<file path="config.mk">
export PLATFORM = sky130hd
export DESIGN_NAME = anpin_gpio_port
export DESIGN_NICKNAME = d
export VERILOG_FILES = /design/src/rtl/anpin_gpio_pkg.sv /design/src/rtl/anpin_gpio_sync.sv /design/src/rtl/anpin_gpio_regs.sv /design/src/rtl/anpin_gpio_rdpath.sv /design/src/rtl/anpin_gpio_port.sv
export SDC_FILE = /design/constraint.sdc
export NUM_CORES = 1
export LEC_CHECK = 0
export ABC_AREA = 0
export BUFFER_PORTS_ARGS = -buffer_cell sky130_fd_sc_hd__buf_4
export CAP_MARGIN = 25
export CORE_ASPECT_RATIO = 0.7
export CORE_UTILIZATION = 50
export CTS_CLUSTER_SIZE = 28
export DETAILED_ROUTE_END_ITERATION = 12
export PLACE_DENSITY_LB_ADDON = 0.25
export SYNTH_ARGS = -nofsm -noshare
export SYNTH_HDL_FRONTEND = slang
export SYNTH_SLANG_ARGS = --single-unit
export TNS_END_PERCENT = 100
</file>
<file path="constraint.sdc">
create_clock -name clk -period 1 [get_ports clk]
set_input_delay 0.15 -clock clk [delete_from_list [all_inputs] [get_ports clk]]
set_output_delay 0.15 -clock clk [all_outputs]
set_load 0.005 [all_outputs]
</file>
<file path="src/rtl/anpin_gpio_pkg.sv">
// Shared constants for the shared-pin GPIO port.
// Assumes: a 2-bit register address space with four slots.
package anpin_gpio_pkg;
    localparam int ADDR_W = 2;

    typedef enum logic [ADDR_W-1:0] {
        REG_DATA  = 2'd0,
        REG_DIR   = 2'd1,
        REG_DRIVE = 2'd2,
        REG_NONE  = 2'd3
    } reg_sel_e;
endpackage

</file>
<file path="src/rtl/anpin_gpio_sync.sv">
// Multi-stage synchronizer for the asynchronous pad inputs.
// Assumes: pad levels are quasi-static relative to clk; the bits need no mutual coherence.
module anpin_gpio_sync #(
    parameter int WIDTH  = 8,
    parameter int STAGES = 2
) (
    input  logic             clk,
    input  logic             rst_n,
    input  logic [WIDTH-1:0] async_in,
    output logic [WIDTH-1:0] sync_out
);
    logic [WIDTH-1:0] stage_q [STAGES];

    // Shift the pad levels through the flop chain.
    always_ff @(posedge clk) begin
        if (!rst_n) begin
            for (int s = 0; s < STAGES; s++) stage_q[s] <= '0;
        end else begin
            stage_q[0] <= async_in;
            for (int s = 1; s < STAGES; s++) stage_q[s] <= stage_q[s-1];
        end
    end

    assign sync_out = stage_q[STAGES-1];
endmodule

</file>
<file path="src/rtl/anpin_gpio_regs.sv">
// Register file: output data, direction and reduced-drive registers with write decode.
// Assumes: bus strobes are synchronous to clk; address 3 holds no register.
module anpin_gpio_regs
    import anpin_gpio_pkg::*;
#(
    parameter int WIDTH = 8
) (
    input  logic              clk,
    input  logic              rst_n,
    input  logic              wr_en,
    input  logic [ADDR_W-1:0] wr_addr,
    input  logic [WIDTH-1:0]  wr_data,
    output logic [WIDTH-1:0]  data_q,
    output logic [WIDTH-1:0]  dir_q,
    output logic [WIDTH-1:0]  drive_q
);
    // Update the addressed register on a selected write.
    always_ff @(posedge clk) begin
        if (!rst_n) begin
            data_q  <= '0;
            dir_q   <= '0;
            drive_q <= '0;
        end else if (wr_en) begin
            unique case (reg_sel_e'(wr_addr))
                REG_DATA:  data_q  <= wr_data;
                REG_DIR:   dir_q   <= wr_data;
                REG_DRIVE: drive_q <= wr_data;
                default: ;
            endcase
        end
    end
endmodule

</file>
<file path="src/rtl/anpin_gpio_rdpath.sv">
// Read path: per-bit readback selection and the registered read-data output.
// Assumes: sync_pins is already synchronized to clk.
module anpin_gpio_rdpath
    import anpin_gpio_pkg::*;
#(
    parameter int WIDTH = 8
) (
    input  logic              clk,
    input  logic              rst_n,
    input  logic              rd_en,
    input  logic [ADDR_W-1:0] rd_addr,
    input  logic [WIDTH-1:0]  data_q,
    input  logic [WIDTH-1:0]  dir_q,
    input  logic [WIDTH-1:0]  drive_q,
    input  logic [WIDTH-1:0]  sync_pins,
    input  logic [WIDTH-1:0]  din_en,
    output logic [WIDTH-1:0]  rdata
);
    logic [WIDTH-1:0] port_view;
    logic [WIDTH-1:0] rd_next;

    // Per pin: latched value for outputs, masked pad level for inputs.
    for (genvar i = 0; i < WIDTH; i++) begin : g_bit
        assign port_view[i] = dir_q[i] ? data_q[i] : (sync_pins[i] & din_en[i]);
    end

    // Select the value for the addressed register.
    always_comb begin
        unique case (reg_sel_e'(rd_addr))
            REG_DATA:  rd_next = port_view;
            REG_DIR:   rd_next = dir_q;
            REG_DRIVE: rd_next = drive_q;
            default:   rd_next = '0;
        endcase
    end

    // Capture the read data on a selected read; otherwise hold.
    always_ff @(posedge clk) begin
        if (!rst_n)     rdata <= '0;
        else if (rd_en) rdata <= rd_next;
    end
endmodule

</file>
<file path="src/rtl/anpin_gpio_port.sv">
// Top: shared-pin GPIO port with bus access, pad controls and a synchronized input path.
// Assumes: the converter drives din_en; the pads are external to this block.
module anpin_gpio_port
    import anpin_gpio_pkg::*;
#(
    parameter int WIDTH       = 8,
    parameter int SYNC_STAGES = 2
) (
    input  logic              clk,
    input  logic              rst_n,
    input  logic              bus_sel,
    input  logic              bus_wr,
    input  logic [ADDR_W-1:0] bus_addr,
    input  logic [WIDTH-1:0]  bus_wdata,
    output logic [WIDTH-1:0]  bus_rdata,
    input  logic [WIDTH-1:0]  pin_in,
    input  logic [WIDTH-1:0]  din_en,
    output logic [WIDTH-1:0]  pin_out,
    output logic [WIDTH-1:0]  pin_oe,
    output logic [WIDTH-1:0]  pin_lowdrv
);
    logic [WIDTH-1:0] data_q, dir_q, drive_q, sync_pins;
    logic             wr_en, rd_en;

    assign wr_en = bus_sel &  bus_wr;
    assign rd_en = bus_sel & ~bus_wr;

    anpin_gpio_sync #(.WIDTH(WIDTH), .STAGES(SYNC_STAGES)) u_sync (
        .clk(clk), .rst_n(rst_n), .async_in(pin_in), .sync_out(sync_pins)
    );

    anpin_gpio_regs #(.WIDTH(WIDTH)) u_regs (
        .clk(clk), .rst_n(rst_n), .wr_en(wr_en), .wr_addr(bus_addr),
        .wr_data(bus_wdata), .data_q(data_q), .dir_q(dir_q), .drive_q(drive_q)
    );

    anpin_gpio_rdpath #(.WIDTH(WIDTH)) u_rd (
        .clk(clk), .rst_n(rst_n), .rd_en(rd_en), .rd_addr(bus_addr),
        .data_q(data_q), .dir_q(dir_q), .drive_q(drive_q),
        .sync_pins(sync_pins), .din_en(din_en), .rdata(bus_rdata)
    );

    // Pad controls: enable follows direction, reduced drive only on outputs.
    assign pin_out    = data_q;
    assign pin_oe     = dir_q;
    assign pin_lowdrv = drive_q & dir_q;
endmodule

</file>
==> key figures <==
Outcome
  – Status: finished with violations
  – Failing checks: negative setup slack

Critical path
  – Reg2reg end: u_rd.rdata[6]$_SDFFE_PN0P_
  – Slowest stage cell on the critical path: dfxtp_2
  – Crit path max-delay family: flip-flops
  – Worst path most repeated cell: buf_6
  – Buffers plus inverters on the worst setup path: 2
  – Worst setup EP type: output pin
  – Worst r2r src: u_regs.dir_q[6]$_SDFFE_PN0P_
  – Critical-path cell list: buf_6, and2_4, buf_6
  – Reg2reg path depth: 4
  – CP max stage delay: 0.33 ns
  – Path type of the worst setup path: reg2out
  – Critical Path AT: 0.99 ns
  – Worst Path Required: 0.85 ns
  – Crit path max fanout: 3
  – Flop2flop setup slack: -0.14 ns
  – Startpoint Class: register

Timing
  – Setup ws final: -0.1427 ns
  – Fmax: 875.1 MHz
  – Clk_skew: 0.004260 ns
  – Slew HR: 78.30%
  – Actual slew at the worst max-slew pin: 0.3244 ns
  – Final setup fails: 19
  – Hold Fails Final Rpt: 0
  – Period minus WS final: 1.143 ns
  – Minimum hold slack: 0.05608 ns
  – RSZ-0062 raised after global routing: yes
  – Tcrit/Tclk final: 114.3%
  – Max Slew Vio Count: 0

Clocking
  – Total CTS buffers: 5
  – Clock Sinks: 48
  – CTS tree: built
  – Clock latency on the worst-skew pair: 0.30 ns
  – Clock Tree Buf Depth: 2
  – H-tree levels: 2
  – Clock root buffer: clkbuf_8
  – Clock Pin Slew Worst Setup and Hold Paths: 0.08 ns

Synthesis
  – Mapped Cells: 206
  – Netlist cell types: 30
  – Synth Area per Inst: 9.900 um^2
  – Sequential element share of the synthesized area: 47.12%
  – Synth Register Bits: 48
  – Synth Net Count: 236
  – Synth Warn #: 0
  – Mapped cell area: 2039 um^2

Pwr
  – Overall power: 3.660 mW
  – Leak pwr: 1.199 nW
  – Peak VDD IR: 0.9299 mV
  – Pwr per Cell Area: 1223 nW/um^2

Place
  – Dpl hpwl: 3557 um
  – Placed cell count: 323
  – Port buffer count: 61
  – Pre-CTS setup slack: -0.2579 ns
  – Gpl congestion: 0.7763
  – Placed Area: 2618 um^2

Drt
  – Vias per cell: 5.172
  – Initial DRC Count: 70
  – DRC viols: 0
  – First-pass iteration count of the detailed router: 4
  – Routed via count: 1779
  – Drt total wl: 5247 um
  – DRT antenna net count: 0
  – DR WL/cell: 15.25 um

Worst hold path
  – Min-delay src: pin_in[3]
  – WHS Endpoint: u_sync.stage_q[0][3]$_SDFF_PN0_
  – Hold path depth: 2
  – HP Class: in2reg

Final layout
  – P&R area growth vs syn: 46.81%
  – Cell area after layout: 2994 um^2
  – Layout cells sized above 1: 44.52%
  – Net total in the final layout: 321
  – Ant diodes: 0
  – Final non-filler cell total: 344

Global route
  – Vias in the first global route: 1703
  – Global-route wire length before repair: 8369 um
  – Grt total ovfl: 0
  – GRT Overall Usage: 25.71%
  – Pin count of the biggest net entering global routing: 31
  – Initial antenna violation count: 0

Floorplan
  – # IOs: 62
  – Core ar.: 3923 um^2
  – # rows: 19
  – Die width: 78.34 um
  – Die ar.: 4343 um^2
  – Die Span Y: 55.44 um
  – Starting Density: 51.99%

Run
  – Max-cap violation count: 0
[cell type report]
cell class | instances | area (um^2)
timing repair buffer | 91 | 814.5
fill | 274 | 928.4
multi-input combinational | 145 | 1049
tap | 52 | 65.06
clock buffer | 8 | 90.09
sequential | 48 | 975.9
[sequential cells by signal (all words and copies together), names as in the netlist]
signal,count
u_rd.rdata,8
u_regs.drive_q,8
u_regs.dir_q,8
u_sync.stage_q,16
u_regs.data_q,8
[cell usage in the layout (no fill, tap or decap), drive strengths merged]
| master | count |
|---|---|
| nor2 | 8 |
| dfxtp | 48 |
| and2b | 1 |
| and4b | 2 |
| a21o | 8 |
| buf | 91 |
| nand4b | 3 |
| a311oi | 8 |
| a21boi | 16 |
| nand4bb | 8 |
| and4bb | 1 |
| mux2i | 8 |
| nor2b | 9 |
| nand2 | 41 |
| clkbuf | 8 |
| and2 | 24 |
| o21ai | 8 |
[stage by stage]
step | util (%) | TNS [ns]
global placement | 66.73 | -2.659
floorplan | - | 0
global route | 76.33 | -2.417
CTS | 75.25 | -1.545
finish | 76.33 | -1.581
detailed placement | 66.73 | -3.502
[Yosys cell counts]
master,number,area (um^2)
dfxtp_1,48,960.9
nand2_1,40,150.1
and2_1,24,150.1
a21boi_0,13,97.59
nor2b_1,9,56.30
a21o_1,8,60.06
mux2i_1,8,80.08
a311oi_1,7,61.31
nor2_1,7,26.28
buf_4,4,30.03
clkbuf_1,4,15.01
nand4bb_1,4,45.04
nand4bb_2,4,65.06
o21ai_1,4,20.02
a21boi_1,3,22.52
o21ai_0,3,15.01
and4b_2,2,22.52
nand4b_2,2,30.03
a311oi_2,1,15.01
and2b_2,1,8.760
and4bb_1,1,12.51
buf_12,1,20.02
buf_6,1,11.26
buf_8,1,15.01
clkbuf_2,1,5.000
clkbuf_8,1,13.76
nand2_2,1,6.260
nand4b_1,1,8.760
nor2_2,1,6.260
o21ai_2,1,8.760
[layer usage]
metal,up-vias,share of wire (%),global-route usage [%]
met4,0,1.5,10.32
met3,9,4.8,4.463
met1,834,44,33.61
met5,-,0,0
met2,61,49,42.23
li1,875,-,-
[report_power, final]
part	internal [mW]	leakage [nW]	switching, mW
logic	0.272	0.756	0.194
clock network	0.565	0.0455	0.610
registers	1.98	0.397	0.0416
[logic make-up (layout without fill, tap and decap cells)]
kind of cell | after synthesis | after routing | share of synthesized area [%]
AO/OA/AOI/OAI | 40 | 40 | 14.72
AND/OR/NAND/NOR | 97 | 97 | 28.83
buffers and inverters | 13 | 99 | 5.398
multiplexers | 8 | 8 | 3.927
flip-flops | 48 | 48 | 47.12
[how the worst max path moves through the flow]
stage                                            start                    endpoint  slack, ns  depth (start not counted)
after floorplan           u_regs.dir_q[3]$_SDFFE_PN0P_  u_rd.rdata[3]$_SDFFE_PN0P_       0.02                          3
after detailed placement                   bus_addr[0]  u_rd.rdata[4]$_SDFFE_PN0P_      -0.26                          5
after global placement                     bus_addr[0]  u_rd.rdata[6]$_SDFFE_PN0P_      -0.13                          5
after global routing      u_regs.dir_q[6]$_SDFFE_PN0P_  u_rd.rdata[6]$_SDFFE_PN0P_      -0.24                          4
after CTS                 u_regs.dir_q[3]$_SDFFE_PN0P_               pin_lowdrv[3]      -0.13                          3
final                     u_regs.dir_q[7]$_SDFFE_PN0P_               pin_lowdrv[7]      -0.14                          3
[timing repair]
action,4_1_cts,5_1_grt
setup buffers,10,3
hold buffers,0,0
setup endpoints to repair,20,25
pin swaps,9,3
resized for setup,45,6
No activity file was read; power rests on OpenSTA's default activity.
